**src/rtl/core_reg_pkg.sv**
```systemverilog
package core_reg_pkg;
  localparam int DATA_W     = 8;
  localparam int PC_W       = 16;
  localparam int NUM_DPTR   = 2;
  localparam int DPTR_IDX_W = (NUM_DPTR > 1) ? $clog2(NUM_DPTR) : 1;
  localparam int REG_IDX_W  = 3;
  localparam int BANK_W     = 2;

  localparam logic [DATA_W-1:0] ADDR_ACC       = 8'hE0;
  localparam logic [DATA_W-1:0] ADDR_B         = 8'hF0;
  localparam logic [DATA_W-1:0] ADDR_PSW       = 8'hD0;
  localparam logic [DATA_W-1:0] ADDR_SP        = 8'h81;
  localparam logic [DATA_W-1:0] ADDR_DPTR_BASE = 8'h82;
  localparam logic [DATA_W-1:0] SP_RESET       = 8'h07;

  // status word bit positions (fixed by instruction semantics)
  localparam int PSW_RS_LO = 3;

  typedef enum logic [2:0] {
    RD_NONE, RD_ACC, RD_B, RD_PSW, RD_SP, RD_DPL, RD_DPH
  } rdSel_e;

  typedef struct packed {
    logic                  wrAcc;
    logic                  wrB;
    logic                  wrPsw;
    logic                  wrSp;
    logic [NUM_DPTR-1:0]   wrDpl;
    logic [NUM_DPTR-1:0]   wrDph;
    logic                  spInc;
    logic                  spDec;
    logic                  pushSel;
    logic                  pcLd;
    logic                  pcAdv;
    rdSel_e                rdSel;
    logic [DPTR_IDX_W-1:0] rdIdx;
  } strobes_t;
endpackage

```
**src/rtl/core_reg_ctrl.sv**
```systemverilog
module core_reg_ctrl
  import core_reg_pkg::*;
(
  input  logic [DATA_W-1:0] sfrAddr,
  input  logic              sfrWrEn,
  input  logic              pushReq,
  input  logic              popReq,
  input  logic              pcInc,
  input  logic              pcLoad,
  output strobes_t          st
);
  always_comb begin
    st       = '0;
    st.rdSel = RD_NONE;
    unique case (sfrAddr)
      ADDR_ACC: st.rdSel = RD_ACC;
      ADDR_B:   st.rdSel = RD_B;
      ADDR_PSW: st.rdSel = RD_PSW;
      ADDR_SP:  st.rdSel = RD_SP;
      default:  st.rdSel = RD_NONE;
    endcase
    for (int i = 0; i < NUM_DPTR; i++) begin
      if (sfrAddr == ADDR_DPTR_BASE + DATA_W'(2 * i)) begin
        st.rdSel = RD_DPL;
        st.rdIdx = DPTR_IDX_W'(i);
        st.wrDpl[i] = sfrWrEn;
      end
      if (sfrAddr == ADDR_DPTR_BASE + DATA_W'(2 * i + 1)) begin
        st.rdSel = RD_DPH;
        st.rdIdx = DPTR_IDX_W'(i);
        st.wrDph[i] = sfrWrEn;
      end
    end
    st.wrAcc   = sfrWrEn && (sfrAddr == ADDR_ACC);
    st.wrB     = sfrWrEn && (sfrAddr == ADDR_B);
    st.wrPsw   = sfrWrEn && (sfrAddr == ADDR_PSW);
    st.wrSp    = sfrWrEn && (sfrAddr == ADDR_SP);
    // software write to SP outranks the core; push outranks pop
    st.pushSel = pushReq;
    st.spInc   = pushReq && !st.wrSp;
    st.spDec   = popReq && !pushReq && !st.wrSp;
    st.pcLd    = pcLoad;
    st.pcAdv   = pcInc && !pcLoad;
  end
endmodule

```
**src/rtl/core_reg_dp.sv**
```systemverilog
module core_reg_dp
  import core_reg_pkg::*;
(
  input  logic                     clk,
  input  logic                     rstN,
  input  strobes_t                 st,
  input  logic [DATA_W-1:0]        wrData,
  input  logic [PC_W-1:0]          pcLoadVal,
  input  logic [REG_IDX_W-1:0]     regSel,
  output logic [DATA_W-1:0]        rdData,
  output logic [DATA_W-1:0]        stackAddr,
  output logic [DATA_W-1:0]        regAddr,
  output logic [DATA_W-1:0]        accOut,
  output logic [DATA_W-1:0]        pswOut,
  output logic [DATA_W-1:0]        spOut,
  output logic [PC_W-1:0]          pcOut,
  output logic [NUM_DPTR*16-1:0]   dptrOut
);
  logic [DATA_W-1:0] accQ, bQ, spQ;
  logic [DATA_W-2:0] pswHiQ;   // bits 7:1, parity is derived
  logic [PC_W-1:0]   pcQ;
  logic [DATA_W-1:0] dplQ [NUM_DPTR];
  logic [DATA_W-1:0] dphQ [NUM_DPTR];

  always_ff @(posedge clk) begin
    if (!rstN) begin
      accQ   <= '0;
      bQ     <= '0;
      pswHiQ <= '0;
      spQ    <= SP_RESET;
      pcQ    <= '0;
    end else begin
      if (st.wrAcc) accQ   <= wrData;
      if (st.wrB)   bQ     <= wrData;
      if (st.wrPsw) pswHiQ <= wrData[DATA_W-1:1];
      if (st.wrSp)       spQ <= wrData;
      else if (st.spInc) spQ <= spQ + 1'b1;
      else if (st.spDec) spQ <= spQ - 1'b1;
      if (st.pcLd)       pcQ <= pcLoadVal;
      else if (st.pcAdv) pcQ <= pcQ + 1'b1;
    end
  end

  for (genvar g = 0; g < NUM_DPTR; g++) begin : gDptr
    always_ff @(posedge clk) begin
      if (!rstN) begin
        dplQ[g] <= '0;
        dphQ[g] <= '0;
      end else begin
        if (st.wrDpl[g]) dplQ[g] <= wrData;
        if (st.wrDph[g]) dphQ[g] <= wrData;
      end
    end
    assign dptrOut[g*16 +: 16] = {dphQ[g], dplQ[g]};
  end

  assign accOut    = accQ;
  assign pswOut    = {pswHiQ, ^accQ};
  assign spOut     = spQ;
  assign pcOut     = pcQ;
  assign stackAddr = st.pushSel ? spQ + 1'b1 : spQ;
  assign regAddr   = DATA_W'({pswOut[PSW_RS_LO +: BANK_W], regSel});

  always_comb begin
    unique case (st.rdSel)
      RD_ACC:  rdData = accQ;
      RD_B:    rdData = bQ;
      RD_PSW:  rdData = pswOut;
      RD_SP:   rdData = spQ;
      RD_DPL:  rdData = dplQ[st.rdIdx];
      RD_DPH:  rdData = dphQ[st.rdIdx];
      default: rdData = '0;
    endcase
  end
endmodule

```
**src/rtl/core_reg_unit.sv**
```systemverilog
module core_reg_unit
  import core_reg_pkg::*;
(
  input  logic                   clk,
  input  logic                   rstN,
  input  logic [DATA_W-1:0]      sfrAddr,
  input  logic                   sfrWrEn,
  input  logic [DATA_W-1:0]      sfrWrData,
  output logic [DATA_W-1:0]      sfrRdData,
  input  logic                   pushReq,
  input  logic                   popReq,
  output logic [DATA_W-1:0]      stackAddr,
  input  logic [REG_IDX_W-1:0]   regSel,
  output logic [DATA_W-1:0]      regAddr,
  input  logic                   pcInc,
  input  logic                   pcLoad,
  input  logic [PC_W-1:0]        pcLoadVal,
  output logic [PC_W-1:0]        pcOut,
  output logic [DATA_W-1:0]      accOut,
  output logic [DATA_W-1:0]      pswOut,
  output logic [DATA_W-1:0]      spOut,
  output logic [NUM_DPTR*16-1:0] dptrOut
);
  strobes_t st;

  core_reg_ctrl u_ctrl (
    .sfrAddr(sfrAddr), .sfrWrEn(sfrWrEn), .pushReq(pushReq),
    .popReq(popReq), .pcInc(pcInc), .pcLoad(pcLoad), .st(st)
  );

  core_reg_dp u_dp (
    .clk(clk), .rstN(rstN), .st(st), .wrData(sfrWrData),
    .pcLoadVal(pcLoadVal), .regSel(regSel), .rdData(sfrRdData),
    .stackAddr(stackAddr), .regAddr(regAddr), .accOut(accOut),
    .pswOut(pswOut), .spOut(spOut), .pcOut(pcOut), .dptrOut(dptrOut)
  );
endmodule

```
**config.mk**
```make
export PLATFORM = sky130hd
export DESIGN_NAME = core_reg_unit
export DESIGN_NICKNAME = d
export VERILOG_FILES = /design/src/rtl/core_reg_pkg.sv /design/src/rtl/core_reg_ctrl.sv /design/src/rtl/core_reg_dp.sv /design/src/rtl/core_reg_unit.sv
export SDC_FILE = /design/constraint.sdc
export NUM_CORES = 1
export LEC_CHECK = 0
export BUFFER_PORTS_ARGS = -buffer_cell sky130_fd_sc_hd__buf_2
export CAP_MARGIN = 10
export CORE_ASPECT_RATIO = 1.5
export CORE_UTILIZATION = 39
export CTS_CLUSTER_SIZE = 25
export DETAILED_ROUTE_END_ITERATION = 16
export GPL_TIMING_DRIVEN = 0
export PLACE_DENSITY = 0.7
export SYNTH_ARGS = -nofsm -noshare
export SYNTH_HDL_FRONTEND = slang
export SYNTH_HIERARCHICAL = 1
export SYNTH_SLANG_ARGS = --single-unit
export TNS_END_PERCENT = 100
```
**constraint.sdc**
```tcl
create_clock -name clk -period 6.2 [get_ports clk]
set_input_delay 0.31 -clock clk [delete_from_list [all_inputs] [get_ports clk]]
set_output_delay 0.31 -clock clk [all_outputs]
set_load 0.02 [all_outputs]
```
# == Yosys cells after proc, flatten, opt, wreduce, memory -nomap -nowiden ==
# Memories as Yosys holds them, arrays and structs flattened.
# Index checks and enable logic that the tools add are counted.
# totals
elab_cells,75
n_memories,2
in_bits,42
ff_bits,47
mem_bits_rw,32
# classes
bitwise,4
eq_ne,14
muxes,33
add_sub_neg,3
reduce_logical,14
# memory_table
name,words,word_bits,rd,rd_clocked_by_memory_dff,write_ports,line,text
u_dp.dphQ,2,8,3,0,2,core_reg_dp.sv:23,logic [DATA_W-1:0] dphQ [NUM_DPTR];
u_dp.dplQ,2,8,3,0,2,core_reg_dp.sv:22,logic [DATA_W-1:0] dplQ [NUM_DPTR];
# ops
operator,count
$eq A8 B8 Y1 const B,8
$mux W8,8
$pmux W8 S6,1
$mux W16,2
$mux W1,17
$add A16 B1 Y16 const B,1
$mux W4,4
$pmux W3 S4,1
$eq A3 B3 Y1 const B,3
$add A8 B1 Y8 const B,1
$logic_and A1 B1 Y1,8
$reduce_xor A8 Y1,1
$sub A8 B1 Y8 const B,1
$eq A3 B2 Y1 const B,2
$or A1 B1 Y1,4
$eq A3 B1 Y1 const B,1
$logic_not A1 Y1,3
$reduce_bool A3 Y1,1
$reduce_bool A2 Y1,1

# == Depth between registers and ports, before layout ==
# Gate-level depths: netlist of the first run.
# depth
depth_word,8
depth_mapped,10

# == Hierarchy ==
# The synthesis of the first run kept the hierarchy.
# by_module_without_submodules
mod,seq_area_each_um2,n_inst,cells_per_inst,area_each_um2
core_reg_dp,1901.8,1,440,4276.6
core_reg_ctrl,0.0,1,38,251.5

# == Worst setup path after synthesis of the first run ==
# OpenSTA, ideal clock, no wires.
# synth_timing
path_kind,input to output
start,input port sfrAddr[5]
end,output port sfrRdData[7]
path_buffers,2
path_slack_ns,3.301
stages,9
arrival_ns,2.589
cell_sequence,or3_1 -> or2_1 -> buf_6 -> o21ai_0 -> buf_1 -> nor2_1 -> a211oi_1 -> a31oi_1 -> o21ai_0
# synth_lines
item,line,text
from (decl),core_reg_unit.sv:6,"input logic [DATA_W-1:0] sfrAddr,"
to (decl),core_reg_unit.sv:9,"output logic [DATA_W-1:0] sfrRdData,"

==> run_results.csv, run 1 <==
group,metric,value,unit
job,cap_violations,0,
clocking,holdBufCountCts,0,
route,postRouteAntennaNets,0,
synthesis,syn_inst,478,
power,intPower,0.00103,W
sta,rsz0062_at_grt,"false",
route,via_count,4185,
route,drc_errors,0,
finish,utilization,51.1,%
sta,worst_pin_slew,1.05,ns
route,drtIter0Drc,413,
sta,fin_crit,3.54,ns
finish,diodes,0,
floorplanning,die_x,90.0,um
route,drt-total-wl,13.7,mm
clocking,cts_buffer_depth,2,
setup_path,cp.arrival,3.23,ns
power,p_comb_share,15.1,%
synthesis,synth_area,4530,sq um
place,gp_congestion,0.976,
clocking,cts-root-buf,"clkbuf_16",
clocking,numCtsBuffers,9,
synthesis,ys_async_sr_fraction,0,%
clocking,cts_sinks,79,
sta,skew,0.00400,ns
grt,grt_pass1_wl,21.1,mm
synthesis,yosys.area.top_type,"edfxtp_1",
floorplanning,ios,138,
synthesis,synth.top_cells.by_count,"53 x nor2_1, 49 x mux2i_1, 47 x dfxtp_1, 36 x and3_1, 32 x edfxtp_1",
run_status,status,"complete, no violations",
power,power.density,244,nW/um^2
synthesis,synth_top_area_share,21.2,%
floorplanning,std_cell_rows,47,
synthesis,synth_top_flop_cell,"dfxtp_1",
grt,grt_usage,22.7,%
clocking,clk_pin_slew,0.06,ns
setup_path,critPathMaxFanout,10,
power,p_clk_share,42.7,%
floorplanning,start_util,40.5,%
power,switching_power,0.000360,W
synthesis,ys_seq_elements,79,
clocking,worst_skew_pair.late_latency,0.33,ns
grt,grt_max_degree,14,
power,leakage,2.40,nW
setup_path,end_kind,"primary output",
route,wl_per_cell,17.7,um
synthesis,synth.most_common_cell,"nor2_1",
floorplanning,dieArea,12100,sq um
synthesis,yosys.cell_types.count,59,
clocking,htreeDepth,3,
finish,syn2layout_area_growth,26.0,%
synthesis,ys_warn_count,6,
grt,antenna_found_initial,0,
setup_path,worstSetupPathType,"primary input to primary output",
clocking,post_cts_resize_count,0,
sta,finalSetupViolations,0,
synthesis,synth_edf_count,32,
grt,grt_pass1_vias,3987,
synthesis,yosysSeqAreaShare,42.0,%
sta,timing.fmax,282,MHz
route,firstDrtPassIters,5,
sta,finalHoldViolations,0,
sta,slew-limit-headroom,29.7,%
place,io_buffers,130,
grt,grt_overflow_total,0,
setup_path,worst_setup_path_start_kind,"primary input",
power,ir_drop,154,uV
place,dp_hpwl,10.6,mm
synthesis,synthTopCellsByArea,"edfxtp_1 21%, dfxtp_1 21%, mux2i_1 11%",
finish,drive_above_1_share,29.1,%
floorplanning,fp.dieH,134,um
floorplanning,coreArea,11200,sq um
power,pwr-share-seq,42.2,%
clocking,postCtsSetupBuffers,0,
synthesis,synth.avg_cell_area,9.47,sq um
setup_path,worst-endpoint-required,5.89,ns
sta,fin_tns_setup,0,ns
clocking,cts_tree,"done",
sta,finalMaxSlewViolations,0,
power,swShare,25.9,%
route,viasPerCell,5.41,
sta,fin_crit_sh,57.2,%
worst_hold_path,hold_class,"primary input to flop",
finish,nNetsFinal,666,
==> cell type report <==
class / instances / area, sq um
Tap cell: 147 / 184
Multi-Input combinational cell: 348 / 2350
Sequential cell: 79 / 1900
Inverter: 10 / 37.5
Fill cell: 1078 / 5470
Clock inverter: 7 / 111
Timing Repair Buffer: 130 / 651
Clock buffer: 9 / 225
Buffer: 43 / 245
==> power by group through the flow <==
stage	sequential [W]	clock [W]	combinational, W
after floorplan	0.000620	0	0.000105
after global placement	0.000596	0	0.000207
after detailed placement	0.000597	0	0.000210
after CTS	0.000586	0.000606	0.000211
after global routing	0.000589	0.000628	0.000225
final	0.000586	0.000594	0.000211
==> routing by layer <==
layer / vias up / global-route usage (%) / wire, um
met1: 1951 / 25.6 / 5340
met3: 22 / 5.05 / 917
met5: - / 0 / 0
li1: 2004 / - / -
met2: 208 / 41.8 / 7110
met4: 0 / 7.89 / 344
==> state kept, by name (all words and copies together) (netlist names) <==
name,count
u_dp/accOut,8
u_dp/bQ,8
u_dp/dphQ,16
u_dp/dplQ,16
u_dp/pcOut,16
u_dp/pswHiQ,7
u_dp/spOut,8
==> critical path, cell delays in order <==
cell	delay [ns]
buf_2	0.13
or3_1	0.38
or2_1	0.23
buf_6	0.14
o21ai_0	0.57
buf_1	0.51
mux2i_1	0.35
o22ai_1	0.13
a221o_1	0.30
buf_2	0.17
==> cell families after synthesis <==
logic type | synth area share, %
adder cells (fa/ha/maj) | 0.829
multiplexers | 11.1
AO/OA/AOI/OAI | 11.1
other | 0.0828
XOR/XNOR | 6.77
AND/OR/NAND/NOR | 21.9
buffers and inverters | 6.24
flip-flops | 42.0
==> stage by stage <==
stage,std cells,hold WS [ns],worst slack (ns),cell area (sq um),total power [W]
floorplan,480,0.440,3.30,4540,0.000725
global placement,757,0.473,2.73,5370,0.000803
detailed placement,757,0.485,2.68,5370,0.000807
CTS,773,0.196,2.67,5710,0.00140
global route,773,0.214,2.48,5710,0.00144
finish,773,0.208,2.66,5710,0.00139
==> cells in the final DEF, fill, tap and decap left out, types with 3 or more instances in the layout <==
cell,synthesis,routed
buf_2,9,139
nor2_1,53,53
mux2i_1,49,49
dfxtp_1,47,47
and3_1,36,36
edfxtp_1,32,32
nand2_1,25,25
xnor2_1,25,25
a21oi_1,19,19
o21ai_0,13,13
clkbuf_1,13,13
nand3_1,12,12
buf_4,11,11
nand2b_1,10,10
xor2_1,10,10
inv_1,10,10
nand4_1,10,10
clkbuf_16,0,9
nor3_1,8,8
o22ai_1,7,7
nor4_1,5,5
nor2b_1,5,5
buf_1,5,5
a221o_1,5,5
o211ai_1,5,5
buf_6,4,4
a211oi_1,4,4
bufinv_16,0,3
nor3b_1,3,3
nand3b_1,3,3
o21ai_1,3,3
ha_1,3,3
conb_1,1,3
==> final timing paths <==
kind                              start                    endpoint  slack, ns  depth (start not counted)
min                        pcLoadVal[0]  u_dp/pcOut[0]$_SDFFE_PN0P_       0.21                          3
max                          sfrAddr[5]                sfrRdData[3]       2.66                         10
max reg2reg  u_dp/spOut[1]$_SDFFE_PN1P_  u_dp/spOut[6]$_SDFFE_PN0P_       4.50                          5
min reg2reg     u_dp/bQ[6]$_SDFFE_PN0P_     u_dp/bQ[6]$_SDFFE_PN0P_       0.50                          2
Power figures use the tool's default switching activity.
==> run 2: changes to the inputs <==
==> constraint.sdc (replaced) <==
create_clock -name clk -period 3.35 [get_ports clk]
set_input_delay 0.1675 -clock clk [delete_from_list [all_inputs] [get_ports clk]]
set_output_delay 0.1675 -clock clk [all_outputs]
set_load 0.02 [all_outputs]
==> run 2 against run 1 <==
Compared with the run above:
- power rose by 85%
- sequential share of layout area did not move
- wire length barely moved
- core utilization did not move
- via count fell by 0.14%
- critical endpoint unchanged
- critical path depth did not move
==> run_results.csv, run 2 (synthesized netlist as in run 1, its figures left out) <==
group,metric,value,unit
setup_path,r2r_end,"u_dp/spOut[6]$_SDFFE_PN0P_",
route,via_count,4179,
finish,syn2layout_area_growth,26.0,%
job,cap_violations,0,
floorplanning,coreArea,11200,sq um
finish,utilization,51.1,%
setup_path,worst_setup_path_start_kind,"primary input",
place,post-place-ws,0.116,ns
setup_path,cp_num_cells,10,
sta,hold_slack,0.0652,ns
route,postRouteAntennaNets,0,
power,intPower,0.00191,W
clocking,cts-root-buf,"clkbuf_16",
sta,worst_pin_slew,1.05,ns
route,wl_per_cell,17.7,um
finish,layout_commonest_cell,"buf_2",
setup_path,crit_end,"sfrRdData[3]",
setup_path,slowest_delay,0.49,ns
power,p_clk_share,42.7,%
power,leakage,2.40,nW
setup_path,worst-endpoint-required,3.18,ns
sta,fin_tns_setup,0,ns
setup_path,rr_startpoint,"u_dp/spOut[1]$_SDFFE_PN1P_",
setup_path,worstPathCellList,"buf_2, or3_1, or2_1, buf_6, o21ai_1, buf_1, mux2i_1, o22ai_1, a221o_1, buf_2",
route,drtIter0Drc,413,
route,firstDrtPassIters,5,
grt,grt_overflow_total,0,
floorplanning,ios,138,
finish,layout_common_cells,"139 x buf_2, 53 x nor2_1, 49 x mux2i_1",
route,drc_errors,0,
setup_path,cp_slowest_cell,"buf_1",
power,pwr-share-seq,42.2,%
grt,grt_usage,22.7,%
floorplanning,fp.dieH,134,um
grt,grt_pass1_vias,3987,
sta,fin_crit,3.06,ns
finish,fill_cells,1078,
clocking,numCtsBuffers,9,
sta,setup_ws,0.294,ns
sta,slew-limit-headroom,29.7,%
power,p_comb_share,15.1,%
finish,diodes,0,
setup_path,cp.arrival,2.89,ns
floorplanning,dieArea,12100,sq um
run_status,status,"complete, no violations",
clocking,cts_tree,"done",
grt,antenna_found_initial,0,
clocking,postCtsSetupBuffers,0,
place,gp_congestion,0.976,
grt,grt_pass1_wl,21.1,mm
clocking,cts_sinks,79,
setup_path,reg2reg_slack,1.65,ns
clocking,clk_pin_slew,0.06,ns
finish,nNetsFinal,666,
sta,finalHoldViolations,0,
power,power.density,451,nW/um^2
floorplanning,start_util,40.5,%
finish,drive_above_1_share,29.1,%
route,viasPerCell,5.41,
grt,grt_max_degree,14,
clocking,worst_skew_pair.late_latency,0.33,ns
place,dp_hpwl,10.6,mm
route,drt-total-wl,13.7,mm
power,ir_drop,285,uV
floorplanning,std_cell_rows,47,
place,io_buffers,130,
setup_path,crit_top_cell,"buf_2",
power,switching_power,0.000667,W
sta,skew,0.00400,ns
power,swShare,25.9,%
sta,timing.fmax,327,MHz
sta,rsz0062_at_grt,"false",
setup_path,critPathMaxFanout,10,
sta,finalMaxSlewViolations,0,
setup_path,cp_top_family,"buffers and inverters",
worst_hold_path,hold_class,"primary input to flop",
clocking,htreeDepth,3,
setup_path,end_kind,"primary output",
setup_path,crit_start,"sfrAddr[5]",
clocking,cts_buffer_depth,2,
sta,fin_crit_sh,91.2,%
sta,finalSetupViolations,0,
setup_path,reg2reg_depth,5,
setup_path,crit_buf_inv,4,
setup_path,worstSetupPathType,"primary input to primary output",
floorplanning,die_x,90.0,um
[run 2: cell count changes in the layout (fill, tap and decap cells not counted)]
cell     delta
o21ai_1     +1
o21ai_0     -1
[run 2: power groups by stage]
stage	registers [W]	clock network (W)	logic, W
2_1_floorplan	0.00115	0	0.000195
3_3_place_gp	0.00110	0	0.000383
3_5_place_dp	0.00111	0	0.000388
4_1_cts	0.00108	0.00112	0.000390
5_1_grt	0.00109	0.00116	0.000417
6_report	0.00108	0.00110	0.000390
[run 2: metrics by stage]
stage	area (sq um)	std cells	total power [W]
finish	5710	773	0.00257
global route	5710	773	0.00267
CTS	5710	773	0.00260
detailed placement	5370	757	0.00149
global placement	5370	757	0.00149
floorplan	4540	480	0.00134
[run 2: final cells by class]
cell class	count	area (sq um)	area share [%]
Buffer	43	245	4.30
Clock buffer	9	225	3.95
Clock inverter	7	111	1.95
Inverter	10	37.5	0.658
Multi-Input combinational cell	348	2350	41.2
Sequential cell	79	1900	33.3
Tap cell	147	184	3.22
Timing Repair Buffer	130	651	11.4
[run 2: routing by layer]
metal | part of all wire [%] | GRT usage [%] | vias up
li1 | - | - | 2002
met1 | 39 | 25.6 | 1949
met2 | 52 | 41.8 | 206
met3 | 6.8 | 5.05 | 22
met4 | 2.5 | 7.89 | 0
met5 | 0 | 0 | -
[run 2: worst min-delay path by stage]
stage | start | to | depth (start not counted)
final | pcLoadVal[0] | u_dp/pcOut[0]$_SDFFE_PN0P_ | 3
after floorplan | sfrWrData[4] | u_dp/spOut[4]$_SDFFE_PN0P_ | 2
after detailed placement | pcLoadVal[1] | u_dp/pcOut[1]$_SDFFE_PN0P_ | 3
after global routing | pcLoadVal[1] | u_dp/pcOut[1]$_SDFFE_PN0P_ | 3
after CTS | pcLoadVal[1] | u_dp/pcOut[1]$_SDFFE_PN0P_ | 3
after global placement | pcLoadVal[0] | u_dp/pcOut[0]$_SDFFE_PN0P_ | 3
[run 2: worst min-delay path, stage by stage]
cell     delay (ns)
buf_2          0.07
a21oi_1        0.05
nor2_1         0.07
[run 2: what timing repair did]
action                                  4_1_cts  5_1_grt
hold buffers                                  0        0
resized for setup                             0        1
endpoints found under the setup margin        0        4
